### src/rtl/spi_mc_pkg.sv
// Package: register map and control-field layout shared by the SPI master.
// Assumes 8-bit registers on a 2-bit address bus.
package spi_mc_pkg;
    localparam int REG_W  = 8;
    localparam int ADDR_W = 2;

    localparam logic [ADDR_W-1:0] ADDR_CTRL = 2'd0;
    localparam logic [ADDR_W-1:0] ADDR_STAT = 2'd1;
    localparam logic [ADDR_W-1:0] ADDR_DATA = 2'd2;

    // Control register, MSB first: irq enable, enable, wired-or option,
    // master select, polarity, phase, rate field.
    typedef struct packed {
        logic       irq_en;
        logic       enable;
        logic       wor_opt;
        logic       master;
        logic       cpol;
        logic       cpha;
        logic [1:0] rate;
    } ctrl_t;

    localparam int STAT_DONE_BIT = 7;
    localparam int STAT_COLL_BIT = 6;
endpackage

### src/rtl/spi_mc_clkdiv.sv
// Module: half-period tick generator for SCK.
// Produces one tick every RATE_SCALE*{1,2,8,16} clocks while run is high;
// restarts its count whenever run is low. Assumes rate is stable during a run.
module spi_mc_clkdiv #(
    parameter int RATE_SCALE = 1
) (
    input  logic       clk,
    input  logic       rst_n,
    input  logic       run,
    input  logic [1:0] rate,
    output logic       tick
);
    localparam int MAX_HALF = 16 * RATE_SCALE;
    localparam int CNT_W    = $clog2(MAX_HALF) + 1;

    logic [CNT_W-1:0] cnt;
    logic [CNT_W-1:0] half_len;

    // Decode the rate field into a half-period length in clocks.
    always_comb begin
        case (rate)
            2'd0:    half_len = CNT_W'(RATE_SCALE);
            2'd1:    half_len = CNT_W'(2 * RATE_SCALE);
            2'd2:    half_len = CNT_W'(8 * RATE_SCALE);
            default: half_len = CNT_W'(16 * RATE_SCALE);
        endcase
    end

    assign tick = run && (cnt == half_len - 1'b1);

    // Count clocks within the current half-period.
    always_ff @(posedge clk) begin
        if (!rst_n || !run) cnt <= '0;
        else if (tick)      cnt <= '0;
        else                cnt <= cnt + 1'b1;
    end

    // Ticks are never back to back when the half-period exceeds one clock.
    assert_tick_gap_R2: assert property (@(posedge clk) disable iff (!rst_n)
        (tick && (half_len > CNT_W'(1))) |=> !tick);
endmodule

### src/rtl/spi_mc_shifter.sv
// Module: byte shift engine for the SPI master.
// On start it loads the byte and then, on each half-period tick, toggles the
// SCK phase, captures MISO or advances MOSI according to cpha, and stops after
// 2*DATA_W ticks. Assumes start only arrives while idle.
module spi_mc_shifter #(
    parameter int DATA_W = 8
) (
    input  logic              clk,
    input  logic              rst_n,
    input  logic              start,
    input  logic [DATA_W-1:0] tx_byte,
    input  logic              cpha,
    input  logic              tick,
    input  logic              miso,
    output logic              busy,
    output logic              done,
    output logic              phase,
    output logic              mosi,
    output logic [DATA_W-1:0] rx_byte
);
    localparam int EDGES = 2 * DATA_W;
    localparam int EW    = $clog2(EDGES);

    logic [EW-1:0]     edge_cnt;
    logic [DATA_W-1:0] tx_sh;
    logic [DATA_W-1:0] rx_sh;
    logic [DATA_W-1:0] rx_next;
    logic              lead;
    logic              last;
    logic              sample;
    logic              advance;

    assign lead    = ~edge_cnt[0];
    assign last    = (edge_cnt == EW'(EDGES - 1));
    assign sample  = tick & (cpha ? ~lead : lead);
    assign advance = tick & ~last & (cpha ? (lead & (edge_cnt != '0)) : ~lead);
    assign done    = tick & last;
    assign mosi    = tx_sh[DATA_W-1];
    assign rx_next = sample ? {rx_sh[DATA_W-2:0], miso} : rx_sh;

    // Load on start, then step one SCK half-period per tick.
    always_ff @(posedge clk) begin
        if (!rst_n) begin
            busy     <= 1'b0;
            phase    <= 1'b0;
            edge_cnt <= '0;
            tx_sh    <= '0;
            rx_sh    <= '0;
            rx_byte  <= '0;
        end else if (start) begin
            busy     <= 1'b1;
            phase    <= 1'b0;
            edge_cnt <= '0;
            tx_sh    <= tx_byte;
            rx_sh    <= '0;
        end else if (busy && tick) begin
            phase    <= ~phase;
            edge_cnt <= edge_cnt + 1'b1;
            rx_sh    <= rx_next;
            if (advance) tx_sh <= {tx_sh[DATA_W-2:0], 1'b0};
            if (last) begin
                busy    <= 1'b0;
                rx_byte <= rx_next;
            end
        end
    end

    // The final tick ends the transfer.
    assert_done_ends_R3: assert property (@(posedge clk) disable iff (!rst_n)
        done |=> !busy);
    // SCK phase is back at rest whenever a transfer ends.
    assert_sck_home_R4: assert property (@(posedge clk) disable iff (!rst_n)
        $fell(busy) |-> !phase);
endmodule

### src/rtl/spi_master_ctl.sv
// Module: register-mapped SPI master (top).
// Holds control, status flags and the status-then-data clear sequence, and
// drives the divider and shift engine. Assumes single-cycle bus strobes;
// rdata is combinational on addr.
module spi_master_ctl
    import spi_mc_pkg::*;
#(
    parameter int RATE_SCALE = 1
) (
    input  logic              clk,
    input  logic              rst_n,
    input  logic              wr_en,
    input  logic              rd_en,
    input  logic [ADDR_W-1:0] addr,
    input  logic [REG_W-1:0]  wdata,
    output logic [REG_W-1:0]  rdata,
    output logic              sck,
    output logic              mosi,
    input  logic              miso,
    output logic              irq
);
    ctrl_t            ctrl;
    logic             spif;
    logic             wcol;
    logic [1:0]       seen;
    logic [1:0]       clr;
    logic             busy;
    logic             done;
    logic             phase;
    logic             tick;
    logic             dat_wr;
    logic             dat_rd;
    logic             st_rd;
    logic             start;
    logic             collide;
    logic [REG_W-1:0] rx_byte;

    assign dat_wr  = wr_en && (addr == ADDR_DATA) && ctrl.enable;
    assign dat_rd  = rd_en && (addr == ADDR_DATA);
    assign st_rd   = rd_en && (addr == ADDR_STAT);
    assign start   = dat_wr && !busy;
    assign collide = dat_wr && busy;
    assign clr     = (dat_wr || dat_rd) ? seen : 2'b00;

    // Control register: plain read/write, cleared by reset.
    always_ff @(posedge clk) begin
        if (!rst_n)                             ctrl <= '0;
        else if (wr_en && addr == ADDR_CTRL)    ctrl <= ctrl_t'(wdata);
    end

    // Remember which flags a status read observed, until the data access.
    always_ff @(posedge clk) begin
        if (!rst_n)                  seen <= 2'b00;
        else if (st_rd)              seen <= {spif, wcol};
        else if (dat_wr || dat_rd)   seen <= 2'b00;
    end

    // Completion and collision flags: set by events, cleared by the sequence.
    always_ff @(posedge clk) begin
        if (!rst_n) begin
            spif <= 1'b0;
            wcol <= 1'b0;
        end else begin
            spif <= (spif & ~clr[1]) | done;
            wcol <= (wcol & ~clr[0]) | collide;
        end
    end

    // Register read multiplexer.
    always_comb begin
        rdata = '0;
        case (addr)
            ADDR_CTRL: rdata = ctrl;
            ADDR_STAT: begin
                rdata[STAT_DONE_BIT] = spif;
                rdata[STAT_COLL_BIT] = wcol;
            end
            ADDR_DATA: rdata = rx_byte;
            default:   rdata = '0;
        endcase
    end

    assign irq = ctrl.irq_en & spif;
    assign sck = ctrl.cpol ^ phase;

    spi_mc_clkdiv #(
        .RATE_SCALE(RATE_SCALE)
    ) u_div (
        .clk  (clk),
        .rst_n(rst_n),
        .run  (busy),
        .rate (ctrl.rate),
        .tick (tick)
    );

    spi_mc_shifter #(
        .DATA_W(REG_W)
    ) u_shift (
        .clk    (clk),
        .rst_n  (rst_n),
        .start  (start),
        .tx_byte(wdata),
        .cpha   (ctrl.cpha),
        .tick   (tick),
        .miso   (miso),
        .busy   (busy),
        .done   (done),
        .phase  (phase),
        .mosi   (mosi),
        .rx_byte(rx_byte)
    );

    // SCK rests at the polarity level outside transfers.
    assert_idle_sck_R4: assert property (@(posedge clk) disable iff (!rst_n)
        !busy |-> (sck == ctrl.cpol));
    // Completion only follows a running transfer.
    assert_done_src_R8: assert property (@(posedge clk) disable iff (!rst_n)
        $rose(spif) |-> $past(busy));
    // A collision only comes from a write during a transfer.
    assert_coll_src_R7: assert property (@(posedge clk) disable iff (!rst_n)
        $rose(wcol) |-> $past(busy));
    // Status writes never raise a flag on their own.
    assert_stat_ro_R11: assert property (@(posedge clk) disable iff (!rst_n)
        (wr_en && addr == ADDR_STAT && !busy && !spif) |=> !spif);
endmodule

### config.mk
export PLATFORM = sky130hd
export DESIGN_NAME = spi_master_ctl
export DESIGN_NICKNAME = d
export VERILOG_FILES = /design/src/rtl/spi_mc_pkg.sv /design/src/rtl/spi_mc_clkdiv.sv /design/src/rtl/spi_mc_shifter.sv /design/src/rtl/spi_master_ctl.sv
export SDC_FILE = /design/constraint.sdc
export NUM_CORES = 1
export LEC_CHECK = 0
export BUFFER_PORTS_ARGS = -buffer_cell sky130_fd_sc_hd__buf_2
export CORE_AREA = 4 4 98 54
export DETAILED_ROUTE_END_ITERATION = 6
export DIE_AREA = 0 0 102 58
export PLACE_DENSITY = 0.74
export SLEW_MARGIN = 0
export SYNTH_ARGS = -nofsm -noshare
export SYNTH_HDL_FRONTEND = slang
export SYNTH_SLANG_ARGS = --single-unit
### constraint.sdc
create_clock -name clk -period 2.4 [get_ports clk]
set_input_delay 0.72 -clock clk [delete_from_list [all_inputs] [get_ports clk]]
set_output_delay 0.72 -clock clk [all_outputs]
set_load 0.005 [all_outputs]
==> results of run 1 <==
## through the flow
step,util,setup WS [ns],cell area (sq um)
floorplan,-,0.142,2250
CTS,0.589,0.0768,2560
finish,0.590,0.141,2560
global placement,0.566,0.193,2460
global route,0.590,0.0337,2560
detailed placement,0.566,0.0758,2460
## final cells by class
class | instances | area [sq um] | area share
Timing Repair Buffer | 33 | 185 | 0.0724
Inverter | 5 | 18.8 | 0.00733
Sequential cell | 47 | 941 | 0.368
Clock buffer | 8 | 100 | 0.0391
Multi-Input combinational cell | 176 | 1240 | 0.486
Tap cell | 57 | 71.3 | 0.0279
## path summary, 6_finish.rpt
check / to / slack (ns) / start
setup / recovery: rdata[7] / 0.14 / addr[1]
hold / removal: seen[0]$_SDFFE_PN0P_ / 0.49 / seen[0]$_SDFFE_PN0P_
setup reg to reg: u_shift.tx_sh[7]$_SDFFE_PN0P_ / 0.19 / ctrl[1]$_SDFFE_PN0P_
hold reg to reg: seen[0]$_SDFFE_PN0P_ / 0.49 / seen[0]$_SDFFE_PN0P_
## sequential cells by signal (all words and copies together) (netlist names)
| register | count |
|---|---|
| ctrl | 8 |
| u_shift.rx_byte | 8 |
| u_shift.rx_sh | 8 |
| u_shift.tx_sh | 8 |
| u_div.cnt | 5 |
| u_shift.edge_cnt | 4 |
| seen | 2 |
| spif | 1 |
| u_shift.busy | 1 |
| u_shift.phase | 1 |
| wcol | 1 |
## synth_stat cells, drive strengths merged (2+ instances only)
library cell | instances | area (sq um)
dfxtp | 47 | 941
mux2i | 39 | 390
nor2 | 26 | 97.6
nand2 | 20 | 75.1
nor2b | 12 | 75.1
a21oi | 11 | 55.1
o21ai | 11 | 55.1
o211a | 8 | 80.1
clkbuf | 7 | 26.3
nand3 | 7 | 35.0
xnor2 | 7 | 61.3
buf | 5 | 27.5
inv | 5 | 18.8
a21boi | 4 | 30.0
ha | 4 | 50.1
xor2 | 4 | 35.0
and2 | 3 | 18.8
nand2b | 3 | 18.8
nor3 | 3 | 31.3
or2 | 3 | 18.8
nor3b | 2 | 15.0
## routing by layer
layer / up-vias / part of all wire
met5: - / 0
met4: 0 / 0.015
met3: 6 / 0.043
met2: 27 / 0.46
met1: 804 / 0.48
li1: 880 / -
## cells by family after synthesis
family | count (synthesis) | synth area share
AND/OR/NAND/NOR | 85 | 0.197
flip-flops | 47 | 0.419
multiplexers | 39 | 0.174
AO/OA/AOI/OAI | 37 | 0.113
buffers and inverters | 17 | 0.0323
XOR/XNOR | 11 | 0.0429
adder cells (fa/ha/maj) | 4 | 0.0223
## power breakdown
group,internal [mW],switching [mW]
Combinational,0.0400,0.0507
Clock,0.263,0.251
Sequential,0.785,0.00614
Total,1.09,0.308
## critical path, stage by stage
cell	delay, ns
buf_2	0.25
nor2b_2	0.26
nand2_1	0.08
o21ai_0	0.08
buf_2	0.14
## what timing repair did
item                       4_1_cts  5_1_grt
setup buffers                    0        0
setup endpoints to repair        0        1
resized for setup                0        1
==> metrics.cfg, run 1 <==
[placement]
gp_congestion = 0.890
place_hpwl_mm = 3.37
portBuffers = 25
dp.cells = 318

[clock_tree]
htreeDepth = 2
clock_sinks = 47
cts_hold_buf = 0
clk_pin_slew_ns = 0.08
clkLatencyLatePin_ns = 0.30
clock_path_buffers = 2
cts_buffers = 5
root_buffer = clkbuf_8
tritoncts = done

[yosys]
ys_async_sr_fraction = 0
yosysSeqAreaShare = 0.419
ys_seq_elements = 47
synthesis.nets = 259
syn_avg_cell_area_sq_um = 9.36
synthFlopType = dfxtp_1
synth_edf_count = 0
synth_cell_types = 35
netlist_instances = 240
synth_area_sq_um = 2250
yosysWarnings = 0

[floorplanning]
rows = 17
die_x_um = 102
coreArea_sq_um = 4340
die_y_um = 58
die-area_sq_um = 5920
initial_core_util = 0.518
io-pin-count = 26

[global_routing]
grt_util_met2 = 0.258
grt_max_degree = 32
grt.busiest_layer = met2
groute.usage.overall = 0.162
grt_remaining_overflow = 0
antenna_found_initial = 0
grt.met1_usage = 0.205
grt_pass1_vias = 1603
grtUsageMet3 = 0.0433
grt_pass1_wl_mm = 7.34

[min_path]
holdPathStages = 2
hp-class = reg -> reg

[flow_run]
max-cap-violations = 0

[sta]
skew_ns = 0.00738
holdWs_ns = 0.486
fmax_mhz = 443
setup_tns_ns = 0
tightest_slew_ns = 0.553
period_share = 0.941
period_needed_ns = 2.26
maxSlewViolCount = 0
hold_viol = 0
max_slew_margin = 0.631
setup_viol = 0
rsz0062_at_grt = false

[routing]
vias = 1717
drt-total-wl_mm = 4.42
dr.pass1.iters = 5
drcViolationCount = 0
via_per_inst = 5.27
wl_per_cell_um = 13.6
ant_nets = 0
drt_iter0_markers = 64

[critical_path]
arrival_ns = 1.54
start_kind = input port
path_max_fanout = 13
reg2reg_depth = 8
end_kind = output port
required_ns = 1.68
crit_type = in -> out

[final_layout]
diodes = 0
nets = 287
synthToLayoutAreaGrowth_pct = 13.9
fillCellCount = 409
mostFrequentLayoutCells = dfxtp_1, mux2i_1, nor2_1, buf_2, nand2_1
final_common_cell = dfxtp_1
drive_gt1_frac = 0.186
layout.cells.non_filler = 326

[pwr]
leakage_nw = 1.04
finalPower_mw = 1.40
power_density_nw_per_um2 = 545
irDropWorstVdd_v = 0.000228

[status]
outcome = finished, final reports clean

Power figures use the tool's default switching activity.
==> run 2, diff against run 1 <==
--- a/config.mk
+++ b/config.mk
@@ -9,7 +9,8 @@
 export CORE_AREA = 4 4 98 54
 export DETAILED_ROUTE_END_ITERATION = 6
 export DIE_AREA = 0 0 102 58
-export PLACE_DENSITY = 0.74
+export PLACE_DENSITY = 0.72
+export SETUP_SLACK_MARGIN = 0.3
 export SLEW_MARGIN = 0
 export SYNTH_ARGS = -nofsm -noshare
 export SYNTH_HDL_FRONTEND = slang
==> metrics.cfg, run 2 (synthesis results as in run 1) <==
[global_routing]
grt_pass1_wl_mm = 7.47
grt.met1_usage = 0.210
grt.busiest_layer = met2
groute.usage.overall = 0.162
grt_pass1_vias = 1643
grtUsageMet3 = 0.0613
grt_remaining_overflow = 0
grt_max_degree = 32
antenna_found_initial = 0
grt_util_met2 = 0.251

[pwr]
p_sw_mw = 0.328
power_frac_seq = 0.580
leakage_nw = 1.08
combPwrFrac = 0.073
clkPwrFrac = 0.346
swShare = 0.241
irDropWorstVdd_v = 0.000265
power_density_nw_per_um2 = 508
intPower_mw = 1.03

[sta]
period_needed_ns = 2.12
timing.final.ws_setup_ns = 0.281
skew_ns = 0.00894
fmax_mhz = 472
max_slew_margin = 0.581
rsz0062_at_grt = true
period_share = 0.883
maxSlewViolCount = 0
hold_viol = 0
holdWs_ns = 0.499
setup_viol = 0
setup_tns_ns = 0
tightest_slew_ns = 0.626

[min_path]
hp-class = reg -> reg
hp-start = seen[0]$_SDFFE_PN0P_

[critical_path]
start_kind = flop
required_ns = 2.60
cp-startpoint = ctrl[1]$_SDFFE_PN0P_
worstReg2RegStart = ctrl[1]$_SDFFE_PN0P_
end_kind = flop
arrival_ns = 2.32
path_max_fanout = 8
crit_type = reg -> reg

[final_layout]
final_common_cell = dfxtp_1
fillCellCount = 379
regArea_sq_um = 948
multi_input_area_sq_um = 1280
diodes = 0
synthToLayoutAreaGrowth_pct = 19.2
nets = 293
drive_gt1_frac = 0.225
mostFrequentLayoutCells = dfxtp_1, mux2i_1, nor2_1, buf_2, nand2_1

[placement]
place_ws_ns = 0.148
place_hpwl_mm = 3.22
gp_congestion = 0.801
portBuffers = 25

[floorplanning]
die_x_um = 102
die_y_um = 58
die-area_sq_um = 5920
coreArea_sq_um = 4340
io-pin-count = 26
rows = 17
initial_core_util = 0.518

[routing]
via_per_inst = 5.25
vias = 1743
drcViolationCount = 0
drt_iter0_markers = 93
ant_nets = 0
wl_per_cell_um = 13.7
dr.pass1.iters = 6
drt-total-wl_mm = 4.56

[clock_tree]
htreeDepth = 2
clkLatencyLatePin_ns = 0.31
clock_path_buffers = 2
root_buffer = clkbuf_8
clock_sinks = 47
cts_buffers = 5
tritoncts = done
clk_pin_slew_ns = 0.08

[status]
outcome = finished, final reports clean

[flow_run]
max-cap-violations = 0

## run 2: power groups by stage
stage | clock network [mW] | logic [mW] | registers (mW)
global route | 0.531 | 0.109 | 0.791
CTS | 0.490 | 0.0978 | 0.790
global placement | 0 | 0.0891 | 0.811
floorplan | 0 | 0.0634 | 0.808
finish | 0.471 | 0.0995 | 0.790
detailed placement | 0 | 0.0909 | 0.811
## run 2: through the flow
stage | power [mW] | util | cells | instance area, sq um
final | 1.36 | 0.617 | 332 | 2680
after global routing | 1.43 | 0.617 | 332 | 2680
after CTS | 1.38 | 0.604 | 329 | 2620
after detailed placement | 0.902 | 0.568 | 316 | 2460
after global placement | 0.900 | 0.568 | 316 | 2460
after floorplan | 0.871 | - | 240 | 2280
## run 2: area by class of cell
cell class,count,share of cell area
repair buffers,39,0.0995
clock buffers,5,0.0257
inverters,5,0.00701
multi-input cells,176,0.480
flip-flops and latches,47,0.354
well taps,57,0.0266
clock inverters,3,0.00747
## run 2: critical path: stages, from the launching register on
cell,delay [ns]
dfxtp_4,0.35
or2_4,0.25
ha_4,0.26
xor2_1,0.14
nand4b_1,0.13
buf_6,0.17
nor4b_4,0.24
buf_6,0.19
mux2i_1,0.21
a21oi_1,0.08
## run 2: what timing repair did
item                       4_1_cts  5_1_grt
setup endpoints to repair       22       29
pin swaps                        1        6
cloned                           0        2
setup buffers                    5        1
resized for setup                8       10
hold buffers                     0        0
## run 2: worst paths after layout
check                                        to  slack, ns  cells past startpoint
setup / recovery  u_shift.tx_sh[2]$_SDFFE_PN0P_       0.28                      9
hold / removal             seen[0]$_SDFFE_PN0P_       0.50                      2
setup reg to reg  u_shift.tx_sh[2]$_SDFFE_PN0P_       0.28                      9
hold reg to reg            seen[0]$_SDFFE_PN0P_       0.50                      2
## run 2: per-layer routing
metal	vias to the layer above	wire length, um	part of all wire
met4	0	72	0.016
met5	-	0	0
li1	894	-	-
met2	29	2020	0.44
met1	812	2190	0.48
met3	8	273	0.060
